===== config.mk =====
export PLATFORM = sky130hd
export DESIGN_NAME = tdm_serial_framer
export DESIGN_NICKNAME = d
export VERILOG_FILES = /design/src/rtl/tdm_framer_pkg.sv /design/src/rtl/tdm_word_fifo.sv /design/src/rtl/tdm_frame_ctrl.sv /design/src/rtl/tdm_serial_framer.sv
export SDC_FILE = /design/constraint.sdc
export NUM_CORES = 1
export LEC_CHECK = 0
export BUFFER_PORTS_ARGS = -buffer_cell sky130_fd_sc_hd__buf_2
export CAP_MARGIN = 15
export CORE_ASPECT_RATIO = 1.2
export CORE_MARGIN = 2
export CORE_UTILIZATION = 48
export DETAILED_ROUTE_END_ITERATION = 8
export PLACE_DENSITY = 0.62
export SYNTH_ARGS = -nofsm -noshare
export SYNTH_HDL_FRONTEND = slang
export SYNTH_SLANG_ARGS = --single-unit

===== constraint.sdc =====
create_clock -name clk -period 7.3 [get_ports clk]
set_input_delay 1.825 -clock clk [delete_from_list [all_inputs] [get_ports clk]]
set_output_delay 1.825 -clock clk [all_outputs]
set_load 0.02 [all_outputs]

===== src/rtl/tdm_framer_pkg.sv =====
package tdm_framer_pkg;

    typedef enum logic [1:0] {
        PH_IDLE  = 2'd0,
        PH_DELAY = 2'd1,
        PH_SEND  = 2'd2
    } phase_e;

    localparam logic [1:0] STB_BLOCK = 2'd0;
    localparam logic [1:0] STB_PAIR  = 2'd1;
    localparam logic [1:0] STB_WORD  = 2'd2;

endpackage


===== src/rtl/tdm_word_fifo.sv =====
module tdm_word_fifo #(
    parameter int WORD_W = 16,
    parameter int DEPTH  = 16,
    localparam int AW    = $clog2(DEPTH),
    localparam int CW    = AW + 1
) (
    input  logic              clk,
    input  logic              rst_n,
    input  logic              push,
    input  logic [WORD_W-1:0] push_data,
    input  logic              pop,
    output logic [WORD_W-1:0] head,
    output logic [CW-1:0]     count,
    output logic              full
);

    typedef struct packed {
        logic [AW-1:0] wr;
        logic [AW-1:0] rd;
        logic [CW-1:0] cnt;
    } fifo_st_t;

    fifo_st_t st_q, st_d;
    logic [WORD_W-1:0] mem_q [DEPTH];
    logic do_push;

    assign full    = (st_q.cnt == CW'(DEPTH));
    assign do_push = push && !full;
    assign head    = mem_q[st_q.rd];
    assign count   = st_q.cnt;

    always_comb begin
        st_d = st_q;
        if (do_push) st_d.wr = st_q.wr + 1'b1;
        if (pop)     st_d.rd = st_q.rd + 1'b1;
        case ({do_push, pop})
            2'b10:   st_d.cnt = st_q.cnt + 1'b1;
            2'b01:   st_d.cnt = st_q.cnt - 1'b1;
            default: st_d.cnt = st_q.cnt;
        endcase
    end

    always_ff @(posedge clk) begin
        if (!rst_n) st_q <= '0;
        else        st_q <= st_d;
    end

    always_ff @(posedge clk) begin
        if (do_push) mem_q[st_q.wr] <= push_data;
    end

    AST_POP_NONEMPTY: assert property (@(posedge clk) disable iff (!rst_n)
        pop |-> st_q.cnt != '0);
    AST_COUNT_BOUND: assert property (@(posedge clk) disable iff (!rst_n)
        st_q.cnt <= CW'(DEPTH));

endmodule


===== src/rtl/tdm_frame_ctrl.sv =====
module tdm_frame_ctrl
    import tdm_framer_pkg::*;
#(
    parameter int WORD_W    = 16,
    parameter int MAX_ACT   = 8,
    parameter int MAX_FRAME = 64,
    parameter int CNT_W     = 5,
    localparam int ACT_W    = $clog2(MAX_ACT),
    localparam int FRM_W    = $clog2(MAX_FRAME),
    localparam int BIT_W    = $clog2(WORD_W),
    localparam int DLY_W    = FRM_W + BIT_W + 1
) (
    input  logic              clk,
    input  logic              rst_n,
    input  logic              cfg_master,
    input  logic [ACT_W-1:0]  cfg_words_m1,
    input  logic [FRM_W-1:0]  cfg_frame_m1,
    input  logic [1:0]        cfg_strobe_mode,
    input  logic              rdy_in,
    input  logic [CNT_W-1:0]  fifo_cnt,
    input  logic [WORD_W-1:0] fifo_head,
    output logic              fifo_pop,
    output logic              sd,
    output logic              oe,
    output logic              fs,
    output logic              rdy
);

    typedef struct packed {
        phase_e            phase;
        logic [BIT_W-1:0]  bit_i;
        logic [FRM_W-1:0]  word_i;
        logic [DLY_W-1:0]  dly;
        logic [WORD_W-1:0] shreg;
        logic              sd;
        logic              oe;
        logic              fs;
        logic              rdy;
    } ctrl_st_t;

    ctrl_st_t q, d;

    logic             block_ok;
    logic             last_bit;
    logic             active;
    logic [FRM_W-1:0] act_last;
    logic             mid_strobe;

    assign act_last   = FRM_W'(cfg_words_m1);
    assign block_ok   = int'(fifo_cnt) >= int'(cfg_words_m1) + 1;
    assign last_bit   = (q.bit_i == BIT_W'(WORD_W - 1));
    assign active     = (q.word_i <= act_last);
    assign mid_strobe = (q.word_i < act_last) &&
                        ((cfg_strobe_mode == STB_WORD) ||
                         (cfg_strobe_mode == STB_PAIR && q.word_i[0]));

    always_comb begin
        d        = q;
        d.sd     = 1'b0;
        d.oe     = 1'b0;
        d.fs     = 1'b0;
        d.rdy    = 1'b0;
        fifo_pop = 1'b0;

        case (q.phase)
            PH_IDLE: begin
                if (cfg_master) begin
                    if (block_ok) begin
                        d.phase  = PH_SEND;
                        d.bit_i  = '0;
                        d.word_i = '0;
                        d.fs     = 1'b1;
                        d.rdy    = 1'b1;
                    end
                end else if (rdy_in) begin
                    d.phase = PH_DELAY;
                    d.dly   = DLY_W'((int'(cfg_frame_m1) + 1) * WORD_W - 2);
                end
            end
            PH_DELAY: begin
                if (q.dly == '0) begin
                    if (block_ok) begin
                        d.phase  = PH_SEND;
                        d.bit_i  = '0;
                        d.word_i = '0;
                        d.fs     = 1'b1;
                    end else begin
                        d.phase = PH_IDLE;
                    end
                end else begin
                    d.dly = q.dly - 1'b1;
                end
            end
            PH_SEND: begin
                if (active) begin
                    d.oe = 1'b1;
                    if (q.bit_i == '0) begin
                        fifo_pop = 1'b1;
                        d.sd     = fifo_head[WORD_W-1];
                        d.shreg  = fifo_head << 1;
                    end else begin
                        d.sd     = q.shreg[WORD_W-1];
                        d.shreg  = q.shreg << 1;
                    end
                end
                if (last_bit) begin
                    d.bit_i  = '0;
                    d.word_i = q.word_i + 1'b1;
                    if (!cfg_master && q.word_i == act_last) begin
                        d.phase = PH_IDLE;
                    end else if (cfg_master && q.word_i == cfg_frame_m1) begin
                        d.phase = PH_IDLE;
                        if (block_ok) begin
                            d.phase  = PH_SEND;
                            d.word_i = '0;
                            d.fs     = 1'b1;
                            d.rdy    = 1'b1;
                        end
                    end else if (mid_strobe) begin
                        d.fs = 1'b1;
                    end
                end else begin
                    d.bit_i = q.bit_i + 1'b1;
                end
            end
            default: d.phase = PH_IDLE;
        endcase
    end

    always_ff @(posedge clk) begin
        if (!rst_n) begin
            q       <= '0;
            q.phase <= PH_IDLE;
        end else begin
            q <= d;
        end
    end

    assign sd  = q.sd;
    assign oe  = q.oe;
    assign fs  = q.fs;
    assign rdy = q.rdy;

    AST_STROBE_ONE_CLK: assert property (@(posedge clk) disable iff (!rst_n)
        q.fs |=> !q.fs);
    AST_STROBE_LEADS_DATA: assert property (@(posedge clk) disable iff (!rst_n)
        q.fs |=> q.oe);
    AST_READY_WITH_STROBE: assert property (@(posedge clk) disable iff (!rst_n)
        q.rdy |-> q.fs);
    AST_SLAVE_NO_READY: assert property (@(posedge clk) disable iff (!rst_n)
        q.rdy |-> $past(cfg_master));
    AST_RELEASED_LINE_LOW: assert property (@(posedge clk) disable iff (!rst_n)
        !q.oe |-> !q.sd);

endmodule


===== src/rtl/tdm_serial_framer.sv =====
module tdm_serial_framer #(
    parameter int WORD_W     = 16,
    parameter int MAX_ACT    = 8,
    parameter int MAX_FRAME  = 64,
    parameter int FIFO_DEPTH = 16,
    localparam int ACT_W     = $clog2(MAX_ACT),
    localparam int FRM_W     = $clog2(MAX_FRAME),
    localparam int CNT_W     = $clog2(FIFO_DEPTH) + 1
) (
    input  logic              clk,
    input  logic              rst_n,
    input  logic [WORD_W-1:0] in_data,
    input  logic              in_valid,
    output logic              in_ready,
    input  logic              cfg_master,
    input  logic [ACT_W-1:0]  cfg_words_m1,
    input  logic [FRM_W-1:0]  cfg_frame_m1,
    input  logic [1:0]        cfg_strobe_mode,
    input  logic              cfg_strobe_inv,
    input  logic              rdy_in,
    output logic              rdy_out,
    output logic              sd_out,
    output logic              sd_oe,
    output logic              fs_out
);

    logic              pop;
    logic              full;
    logic [WORD_W-1:0] head;
    logic [CNT_W-1:0]  cnt;
    logic              fs_raw;

    tdm_word_fifo #(
        .WORD_W (WORD_W),
        .DEPTH  (FIFO_DEPTH)
    ) u_fifo (
        .clk       (clk),
        .rst_n     (rst_n),
        .push      (in_valid),
        .push_data (in_data),
        .pop       (pop),
        .head      (head),
        .count     (cnt),
        .full      (full)
    );

    tdm_frame_ctrl #(
        .WORD_W    (WORD_W),
        .MAX_ACT   (MAX_ACT),
        .MAX_FRAME (MAX_FRAME),
        .CNT_W     (CNT_W)
    ) u_ctrl (
        .clk             (clk),
        .rst_n           (rst_n),
        .cfg_master      (cfg_master),
        .cfg_words_m1    (cfg_words_m1),
        .cfg_frame_m1    (cfg_frame_m1),
        .cfg_strobe_mode (cfg_strobe_mode),
        .rdy_in          (rdy_in),
        .fifo_cnt        (cnt),
        .fifo_head       (head),
        .fifo_pop        (pop),
        .sd              (sd_out),
        .oe              (sd_oe),
        .fs              (fs_raw),
        .rdy             (rdy_out)
    );

    assign in_ready = !full;
    assign fs_out   = fs_raw ^ cfg_strobe_inv;

endmodule


==> metrics.md, run 1 <==
| Metric | Value |
|---|---|
| Status | complete, no violations |
| Detail Route Antenna Nets | 0 |
| DRT Pass-1 Iters | 5 |
| EDFF count, synth | 256 |
| Vias/cell | between 5 and 6 |
| Wirelength per Cell | around 22 microns |
| Global-route wire length before repair | roughly 43000 microns |
| CP required | slightly below 8 ns |
| CP arrival | ~4.7 ns |
| Buffers plus inverters on the worst setup path | 2 |
| Yosys cell types | 56 |
| Dpl ws | approximately 2.6 ns |
| Antenna cells | 0 |
| DR iter-0 viols | about 560 |
| CP top delay family | compound AO/OA/AOI/OAI gates |
| CP most frequent cell | ha_1 |
| Crit Path Max Fanout | 5 |
| Max Clock Skew | ~0.017 ns |
| Grt ovf | 0 |
| Most used DFF post-synth | edfxtp_1 |
| Row count | 66 |
| Setup ws final | between 3 and 4 ns |
| Clk buf depth | 3 |
| Synthesized cell area | about 13000 sq um |
| Rel. slew slack | 0.294 |
| Leak | 4.86 nW |
| Vias in the first global route | approximately 7500 |
| Power, Total | about 0.0042 W |
| IO Count | 38 |
| RePlAce Congestion | 0.793 |
| Gate Count Post-Synth | 811 |
| Critical path startpoint category | primary input |
| Vias | around 7000 |
| Peak supply drop | 0.000200 V |
| TritonCTS clock tree | done |
| Synth async-reset ratio | 0 |
| Nets | between 900 and 1000 |
| Hold Crit Class | flop to flop |
| RSZ-0062 raised after global routing | false |
| Post-CTS setup buffers | 0 |
| CTS sink cnt | ~320 |
| Slowest cell delay on critical path | 0.38 ns |
| Setup_tns | 0 ns |
| Clock slew at reported path FFs | 0.05 ns |
| Worst Max-Slew Pin Slew | approximately 1.1 ns |
| Input/output buffers | 37 |
| WS Path Type | primary input to flop |
| Syn nets | around 870 |
| Setup Viol. Count Final | 0 |
| Initial antenna violation count | 1 |
| Total GRT Usage | 0.198 |
| Fmax | 0.236 GHz |
| Dpl hpwl | roughly 16000 microns |
| Synthesized area per cell | 16.0 sq um |
| Final Hold Vio Count | 0 |
| # resized after CTS | 0 |
| Period minus WS final | 4.24 ns |
| Synth Register Bits | 315 |
| Share of cells above drive strength 1 | 0.231 |
| DRC | 0 |
| Final wirelength | 27500 microns |
| Fin. max-slew vios | 0 |
| Initial Util | 0.483 |
| Clock tree root driver cell | clkbuf_16 |
| Die span in x | 154 microns |
| Worst R2R Setup Slack | between 4 and 5 ns |
| Pwr/cell area | around 280 nW/um^2 |
| Die footprint | between 20000 and 30000 sq um |
| Later-pin clock latency in the skew report | ~0.52 ns |
| CP cell instances | buf_2 > inv_1 > ha_1 > nor2b_1 > o21ai_0 > nand2b_1 > a211oi_4 > ha_1 > ha_1 > a21o_1 > a21oi_1 > xor2_1 > or3_1 > a21oi_1 |
| H-Tree Level Count | 2 |
| # hold bufs at CTS | 0 |
| Cts bufs inserted | 35 |
| Max Cap Violations | 0 |
| Area Growth Syn to Fin | 13.9% |
| CP max stage cell | a211oi_4 |
| Yosys Warn Count | 0 |
| Seq/Total Area, Yosys | 0.682 |
| Die Span Y | between 150 and 200 microns |
| Core area | ~27000 sq um |
| Largest net degree at the start of global routing | 65 |
| FILL cells | between 2000 and 2500 |
| Final period util | 0.581 |
| Crit end category | flop |
## path summary, 6_finish.rpt
check / depth (start not counted) / to / start
worst max-delay path: 14 / u_fifo.count[4] / cfg_words_m1[1]
worst min-delay path: 2 / u_ctrl.sd / u_ctrl.q[19]
worst max register to register: 12 / u_fifo.count[4] / u_ctrl.q[32]
worst min register to register: 2 / u_ctrl.sd / u_ctrl.q[19]
## layout by cell type, fill, tap and decap left out, drive strengths merged, types with 2 or more instances in the layout
| cell | n |
|---|---|
| edfxtp | 256 |
| mux4 | 65 |
| dfxtp | 59 |
| buf | 57 |
| a21oi | 54 |
| nor2 | 51 |
| clkbuf | 42 |
| nand2 | 35 |
| mux2i | 33 |
| o21ai | 32 |
| ha | 22 |
| inv | 19 |
| nor3 | 16 |
| clkinv | 15 |
| o22ai | 14 |
| nand3 | 13 |
| xor2 | 11 |
| xnor2 | 10 |
| nand2b | 7 |
| a211oi | 7 |
| nand4 | 6 |
| nor2b | 5 |
| and2 | 5 |
| a31oi | 5 |
| or2 | 5 |
| or3 | 4 |
| bufinv | 4 |
| a311oi | 4 |
| a21o | 3 |
| nor4b | 3 |
| nand3b | 3 |
| nor4 | 3 |
| a22oi | 3 |
| o2111ai | 2 |
| a21boi | 2 |
| and3 | 2 |
## metrics by stage
| step | cell area, sq um | util | hold WS, ns | std cells |
|---|---|---|---|---|
| 2_1_floorplan | 13000 | - | 0.436 | 811 |
| 3_3_place_gp | 13600 | 0.507 | 0.452 | 1167 |
| 3_5_place_dp | 13600 | 0.507 | 0.457 | 1167 |
| 4_1_cts | 14800 | 0.550 | 0.472 | 1230 |
| 5_1_grt | 14800 | 0.550 | 0.497 | 1231 |
| 6_report | 14800 | 0.550 | 0.464 | 1231 |
## worst min-delay path, cell delays in order, from the launching register on
cell and delay (ns):
dfxtp_1 0.30, nand2_1 0.05, a21boi_0 0.06
## area by class of cell
cell class	instances	area [sq um]	area share
clock inverters	21	221	0.0149
well taps	340	425	0.0287
inverters	18	67.6	0.00456
flip-flops and latches	315	8870	0.599
clock buffers	42	933	0.0630
multi-input cells	438	3950	0.267
repair buffers	57	343	0.0231
## synthesized netlist by cell type, types with 11 or more instances
library cell	instances	share of area
mux2i_1	33	0.025
nor3_1	16	0.0062
nand2_1	35	0.010
inv_1	18	0.0052
nor2_1	50	0.014
o21ai_0	32	0.012
o22ai_1	14	0.0067
clkbuf_1	24	0.0069
ha_1	22	0.021
mux4_2	65	0.11
dfxtp_1	59	0.091
nand3_1	13	0.0050
edfxtp_1	256	0.59
a21oi_1	52	0.020
xor2_1	11	0.0074
## where the power goes
| part | total [W] | switching, W | internal (W) |
|---|---|---|---|
| logic | 0.000412 | 0.000244 | 0.000169 |
| registers | 0.00204 | 0.0000437 | 0.00199 |
| clock network | 0.00174 | 0.000685 | 0.00106 |
| total | 0.00419 | 0.000972 | 0.00322 |
## state kept, by name, summed over array words and instances, names as in the netlist, named ones only
register / flops
u_ctrl.sd: 1
u_fifo.mem_q: 256
u_ctrl.rdy: 1
u_ctrl.fs: 1
u_ctrl.oe: 1
u_fifo.count: 5
u_ctrl.q: 38
u_fifo.st_q: 8
## kinds of logic after synthesis
group | count (synthesis) | share of synthesized area
simple gates | 162 | 0.0615
fa+ha+maj | 23 | 0.0227
buf+inv | 58 | 0.0187
mux | 99 | 0.139
compound gates | 133 | 0.0623
flops | 315 | 0.682
xor+xnor | 21 | 0.0141
## routing by layer
| layer | vias up | GRT usage | part of all wire |
|---|---|---|---|
| li1 | 3291 | - | - |
| met1 | 3702 | 0.247 | 0.42 |
| met2 | 161 | 0.362 | 0.52 |
| met3 | 39 | 0.0317 | 0.041 |
| met4 | 2 | 0.0489 | 0.017 |
| met5 | - | 0 | 0.00025 |
Note: power is estimated with default switching activity, not from simulation.
==> run 2, diff against run 1 <==
--- a/config.mk
+++ b/config.mk
@@ -5,13 +5,14 @@
 export SDC_FILE = /design/constraint.sdc
 export NUM_CORES = 1
 export LEC_CHECK = 0
+export ABC_AREA = 1
 export BUFFER_PORTS_ARGS = -buffer_cell sky130_fd_sc_hd__buf_2
 export CAP_MARGIN = 15
 export CORE_ASPECT_RATIO = 1.2
 export CORE_MARGIN = 2
 export CORE_UTILIZATION = 48
 export DETAILED_ROUTE_END_ITERATION = 8
-export PLACE_DENSITY = 0.62
+export PLACE_DENSITY = 0.64
 export SYNTH_ARGS = -nofsm -noshare
 export SYNTH_HDL_FRONTEND = slang
 export SYNTH_SLANG_ARGS = --single-unit
==> constraint.sdc (replaced) <==
create_clock -name clk -period 3.6 [get_ports clk]
set_input_delay 0.9 -clock clk [delete_from_list [all_inputs] [get_ports clk]]
set_output_delay 0.9 -clock clk [all_outputs]
set_load 0.02 [all_outputs]
==> metrics.md, run 2 <==
| Metric | Value |
|---|---|
| Grt ovf | 0 |
| Max Cap Violations | 0 |
| Post-CTS setup buffers | 0 |
| Peak supply drop | between 0.0003 and 0.0004 V |
| R2R depth | 16 |
| CP top delay family | adder cells |
| Worst hold path cell count | 2 |
| Crit end category | flop |
| Wirelength per Cell | roughly 18 microns |
| DRT Pass-1 Iters | 5 |
| Synth async-reset ratio | 0 |
| Initial antenna violation count | 0 |
| DR iter-0 viols | around 740 |
| Core area | ~29000 sq um |
| Largest area contributor in the netlist | edfxtp_1 |
| Hold Path End | u_ctrl.q[16] |
| Worst R2R Setup Slack | 0.75 ns |
| Die span in x | between 150 and 200 microns |
| Syn nets | 1457 |
| Critical path startpoint category | primary input |
| # resized after CTS | 0 |
| Clock tree root driver cell | clkbuf_16 |
| Cell area after placement | between 10000 and 15000 sq um |
| Post-synth top area share | 0.548 |
| Synthesized area per cell | roughly 10 sq um |
| Fmax | about 0.33 GHz |
| Rel. slew slack | 0.449 |
| WS Path Type | primary input to flop |
| Clk buf depth | 3 |
| CP required | between 3 and 4 ns |
| Final Hold Vio Count | 0 |
| Max FFs per register | approximately 260 |
| Yosys Warn Count | 0 |
| Worst r2r src | u_ctrl.q[33] |
| RePlAce Congestion | between 0.9 and 1 |
| Pwr/cell area | approximately 680 nW/um^2 |
| Vias in the first global route | 9322 |
| Setup Viol. Count Final | 0 |
| Fin. max-slew vios | 0 |
| CP arrival | around 3.4 ns |
| Setup_tns | 0 ns |
| Top post-synthesis cells by area | edfxtp_1 55%, dfxtp_1 8.4%, nor2_1 6.7% |
| Detail Route Antenna Nets | 0 |
| CP max stage cell | fa_1 |
| Max Clock Skew | roughly 0.015 ns |
| IO Count | 38 |
| Most common cell after layout, fill and taps aside | edfxtp_1 |
| Hold Crit Class | flop to flop |
| Nets | about 1500 |
| Yosys cell types | 39 |
| Dpl hpwl | approximately 19000 microns |
| Area Growth Syn to Fin | 12.4% |
| Commonest cells after routing, fill and taps aside | 256 x edfxtp_1, 233 x nor2_1, 233 x nand2_1 |
| Leading post-synthesis cells by instance count | 256 x edfxtp_1, 249 x nor2_1, 233 x nand2_1, 143 x nand3_1, 102 x inv_1 |
| Cts bufs inserted | 34 |
| Final wirelength | ~33000 microns |
| Status | complete, no violations |
| Clock slew at reported path FFs | 0.06 ns |
| DRC | 0 |
| Period minus WS final | 2.99 ns |
| CTS sink cnt | approximately 320 |
| Leak | between 6 and 7 nW |
| Input/output buffers | 37 |
| Total GRT Usage | 0.220 |
| Buffers plus inverters on the worst setup path | 4 |
| Die Span Y | 191 microns |
| Final period util | 0.830 |
| HP Start | u_ctrl.q[16] |
| Die footprint | around 30000 sq um |
| Crit Path Max Fanout | 6 |
| Biggest register | u_fifo.mem_q |
| Count leader, synth | edfxtp_1 |
| Fin area | 15800 sq um |
| EDFF count, synth | between 200 and 300 |
| Biggest regs | u_fifo.mem_q: 256 flops, u_ctrl.q: 38 flops, u_fifo.st_q: 8 flops |
| Gate Count Post-Synth | ~1400 |
| Seq/Total Area, Yosys | 0.632 |
| Share of cells above drive strength 1 | 0.113 |
| Util after Layout | 0.548 |
| Synthesized cell area | approximately 14000 sq um |
| H-Tree Level Count | 2 |
| Synth Register Bits | between 300 and 400 |
| Later-pin clock latency in the skew report | 0.51 ns |
| Row count | 68 |
| Slowest cell delay on critical path | 0.42 ns |
| Vias | 9827 |
| Initial Util | 0.488 |
| Most used DFF post-synth | edfxtp_1 |
| # hold bufs at CTS | 0 |
| RSZ-0062 raised after global routing | false |
| Worst Max-Slew Pin Slew | just over 0.8 ns |
| Largest net degree at the start of global routing | 91 |
| TritonCTS clock tree | done |
| CP cell instances | buf_2 > inv_1 > ha_1 > inv_1 > nor2_1 > nand2_1 > o21ai_2 > nand2_4 > nand3_1 > inv_2 > ha_1 > fa_1 > nand3_1 > nand2_1 > a21oi_1 > o21ai_0 > o21ai_0 > a21oi_1 |
| Antenna cells | 0 |
| Global-route wire length before repair | about 52000 microns |
| Vias/cell | approximately 5.3 |
| Reg2reg end | u_fifo.count[4] |
==> run 2: final cells by class <==
cell class | count | area [sq um]
sequential | 315 | 8870
multi-input combinational | 902 | 4410
fill | 2570 | 13000
clock buffer | 51 | 1010
timing repair buffer | 66 | 428
inverter | 117 | 442
clock inverter | 10 | 130
tap | 385 | 482
==> run 2: metal layers <==
| metal | share of wire | track usage | vias up |
|---|---|---|---|
| li1 | - | - | 4838 |
| met1 | 0.41 | 0.277 | 4657 |
| met2 | 0.50 | 0.384 | 275 |
| met3 | 0.058 | 0.0365 | 57 |
| met4 | 0.029 | 0.0787 | 0 |
| met5 | 0 | 0 | - |
==> run 2: tightest hold or removal path, delay by kind of cell (launching register included) <==
kind / cells / cell delay [ns]
DFF: 1 / 0.31
and+or+nand+nor: 1 / 0.06
AOI/OAI and AO/OA: 1 / 0.05
==> run 2: worst max path at each step <==
| stage | start | end | slack, ns | depth (start not counted) |
|---|---|---|---|---|
| after global routing | cfg_words_m1[2] | u_fifo.count[4] | 0.22 | 18 |
| final | cfg_words_m1[2] | u_fifo.count[4] | 0.61 | 18 |
| after detailed placement | cfg_words_m1[2] | u_fifo.count[4] | 0.10 | 18 |
| after floorplan | cfg_words_m1[2] | u_fifo.count[4] | 0.41 | 17 |
| after CTS | cfg_words_m1[2] | u_fifo.count[4] | 0.62 | 18 |
| after global placement | cfg_words_m1[2] | u_fifo.count[4] | 0.19 | 18 |
==> run 2: metrics by stage <==
step	std cells	total power (W)	hold slack (ns)	worst slack (ns)
final	1846	0.0108	0.466	0.612
after global routing	1846	0.0114	0.479	0.220
after detailed placement	1785	0.00732	0.456	0.100
after CTS	1846	0.0108	0.466	0.624
after floorplan	1401	0.00665	0.444	0.413
after global placement	1785	0.00726	0.453	0.190
==> run 2: cells by family (layout without fill, tap and decap cells) <==
group                      after synthesis  after routing  synth area share
and+or+nand+nor                        658            658             0.199
DFF                                    315            315             0.632
adders and majority gates               23             23            0.0210
AOI/OAI and AO/OA                      206            206            0.0822
buffers and inverters                  184            244            0.0565
xor gates and xnor gates                15             15           0.00937
==> run 2: power breakdown <==
| part | switching [W] | internal (W) |
|---|---|---|
| registers | 0.000205 | 0.00415 |
| clock network | 0.00137 | 0.00215 |
| logic | 0.00192 | 0.000965 |
| total | 0.00349 | 0.00727 |
==> run 3, diff against run 2 <==
==> constraint.sdc (replaced) <==
create_clock -name clk -period 2.47 [get_ports clk]
set_input_delay 0.6175 -clock clk [delete_from_list [all_inputs] [get_ports clk]]
set_output_delay 0.6175 -clock clk [all_outputs]
set_load 0.02 [all_outputs]
==> metrics.md, run 3 (synthesized netlist as in run 2, its figures left out) <==
| Metric | Value |
|---|---|
| Most common cell after layout, fill and taps aside | edfxtp_1 |
| Buffers plus inverters on the worst setup path | 2 |
| DRC | 0 |
| Critical path startpoint category | flop |
| Leak | 6.09 nW |
| Vias in the first global route | roughly 9700 |
| Final cell count without fillers | ~1900 |
| Antenna cells | 0 |
| IO Count | 38 |
| Biggest register | u_fifo.mem_q |
| Setup ws final | ~0.11 ns |
| Clock tree root driver cell | clkbuf_16 |
| Max Clock Skew | roughly 0.0094 ns |
| Biggest regs | u_fifo.mem_q: 256 flops, u_ctrl.q: 38 flops, u_fifo.st_q: 8 flops |
| Die span in x | 160 microns |
| Vias/cell | 5.26 |
| Fmax | around 0.42 GHz |
| TritonCTS clock tree | done |
| Crit Path Max Fanout | 5 |
| Peak supply drop | just under 0.0005 V |
| Cells after DPL | roughly 1800 |
| RePlAce Congestion | between 0.8 and 0.9 |
| Input/output buffers | 37 |
| Nets | around 1500 |
| Grt ovf | 0 |
| Largest net degree at the start of global routing | 113 |
| Clk buf depth | 3 |
| Initial Util | 0.488 |
| Commonest cells after routing, fill and taps aside | 256 x edfxtp_1, 232 x nand2_1, 232 x nor2_1 |
| Later-pin clock latency in the skew report | 0.55 ns |
| Final period util | 0.955 |
| Initial antenna violation count | 1 |
| Final Hold Vio Count | 0 |
| CP cell instances | ha_4 > inv_2 > nor2_2 > nand2_1 > o21ai_2 > nand2_4 > nand3_4 > inv_4 > ha_4 > fa_2 > nand3_2 > nand2_2 > a21oi_2 > o21ai_1 > o21ai_1 > a21oi_1 |
| Core area | 28800 sq um |
| Worst Max-Slew Pin Slew | 0.754 ns |
| Detail Route Antenna Nets | 0 |
| Total GRT Usage | 0.216 |
| CTS sink cnt | 315 |
| Final wirelength | around 33000 microns |
| CP max stage cell | fa_2 |
| Area Growth Syn to Fin | 14.1% |
| Pwr/cell area | between 900 and 1000 nW/um^2 |
| Dpl hpwl | 20000 microns |
| Max Cap Violations | 0 |
| CP required | between 2 and 3 ns |
| Slowest cell delay on critical path | 0.36 ns |
| Hold Crit Class | primary input to flop |
| CP arrival | ~2.8 ns |
| Global-route wire length before repair | 52200 microns |
| Share of cells above drive strength 1 | 0.137 |
| Setup Viol. Count Final | 0 |
| Row count | approximately 70 |
| Fin. max-slew vios | 0 |
| Clock slew at reported path FFs | ~0.060 ns |
| Status | complete, no violations |
| H-Tree Level Count | 1 |
| DRT Pass-1 Iters | 5 |
| RSZ-0062 raised after global routing | true |
| Crit end category | flop |
| DR iter-0 viols | approximately 680 |
| WS Path Type | flop to flop |
| Vias | 9831 |
| Cts bufs inserted | 31 |
| Dpl ws | -0.385 ns |
| Die Span Y | 191 microns |
| Rel. slew slack | 0.497 |
| Period minus WS final | ~2.4 ns |
| CP top delay family | adder cells |
| Power, Total | ~0.016 W |
| Max FFs per register | 256 |
| Setup_tns | 0 ns |
| Die footprint | approximately 31000 sq um |
| Wirelength per Cell | ~17 microns |
run 3: cell types whose count changed in the layout (fill, tap and decap cells not counted), moves of 4 or more:
cell       change
buf_4         +24
ha_1           -5
ha_4           +5
buf_12         +4
clkbuf_16      -4
run 3: timing repair:
action	4_1_cts	5_1_grt
gates resized for setup	0	7
endpoints found under the setup margin	0	2
setup buffers	0	1
hold buffers	0	0
run 3: worst paths after layout:
path | start | end | slack [ns] | depth (start not counted)
hold / removal | in_data[15] | u_fifo.mem_q[11][15] | 0.45 | 1
setup / recovery | u_ctrl.q[33] | u_fifo.count[4] | 0.11 | 16
setup reg to reg | u_ctrl.q[33] | u_fifo.count[4] | 0.11 | 16
hold reg to reg | u_ctrl.q[15] | u_ctrl.q[15] | 0.47 | 2
run 3: layout make-up:
class | instances | area [sq um]
fillers | 2511 | 12700
flip-flops and latches | 315 | 8870
multi-input cells | 902 | 4510
clock buffers | 46 | 872
repair buffers | 94 | 688
well taps | 385 | 482
inverters | 117 | 457
clock inverters | 11 | 128
run 3: metrics by stage:
stage | hold WS [ns] | utilization | area [sq um]
after floorplan | 0.444 | - | 14100
after global placement | 0.452 | 0.521 | 15000
after detailed placement | 0.455 | 0.521 | 15000
after CTS | 0.424 | 0.556 | 16000
after global routing | 0.452 | 0.557 | 16000
final | 0.446 | 0.557 | 16000
run 3: metal layers:
| layer | routed length [microns] | part of all wire | global-route usage | up-vias |
|---|---|---|---|---|
| met5 | 7 | 0.00021 | 0 | - |
| met4 | 767 | 0.024 | 0.0655 | 2 |
| met3 | 1630 | 0.050 | 0.0317 | 50 |
| met2 | 16600 | 0.51 | 0.389 | 210 |
| met1 | 13600 | 0.42 | 0.270 | 4679 |
| li1 | - | - | - | 4890 |
run 3: power by group:
part,internal [W],total [W],switching [W]
clock,0.00274,0.00466,0.00192
sequential,0.00605,0.00631,0.000263
combinational,0.00165,0.00459,0.00294
run 3: worst register-to-register path, stage by stage (launching register included):
cell	delay [ns]
dfxtp_2	0.34
ha_4	0.26
inv_2	0.03
nor2_2	0.08
nand2_1	0.07
o21ai_2	0.20
nand2_4	0.08
nand3_4	0.08
inv_4	0.04
ha_4	0.19
fa_2	0.37
nand3_2	0.09
nand2_2	0.06
a21oi_2	0.11
o21ai_1	0.08
o21ai_1	0.12
a21oi_1	0.05
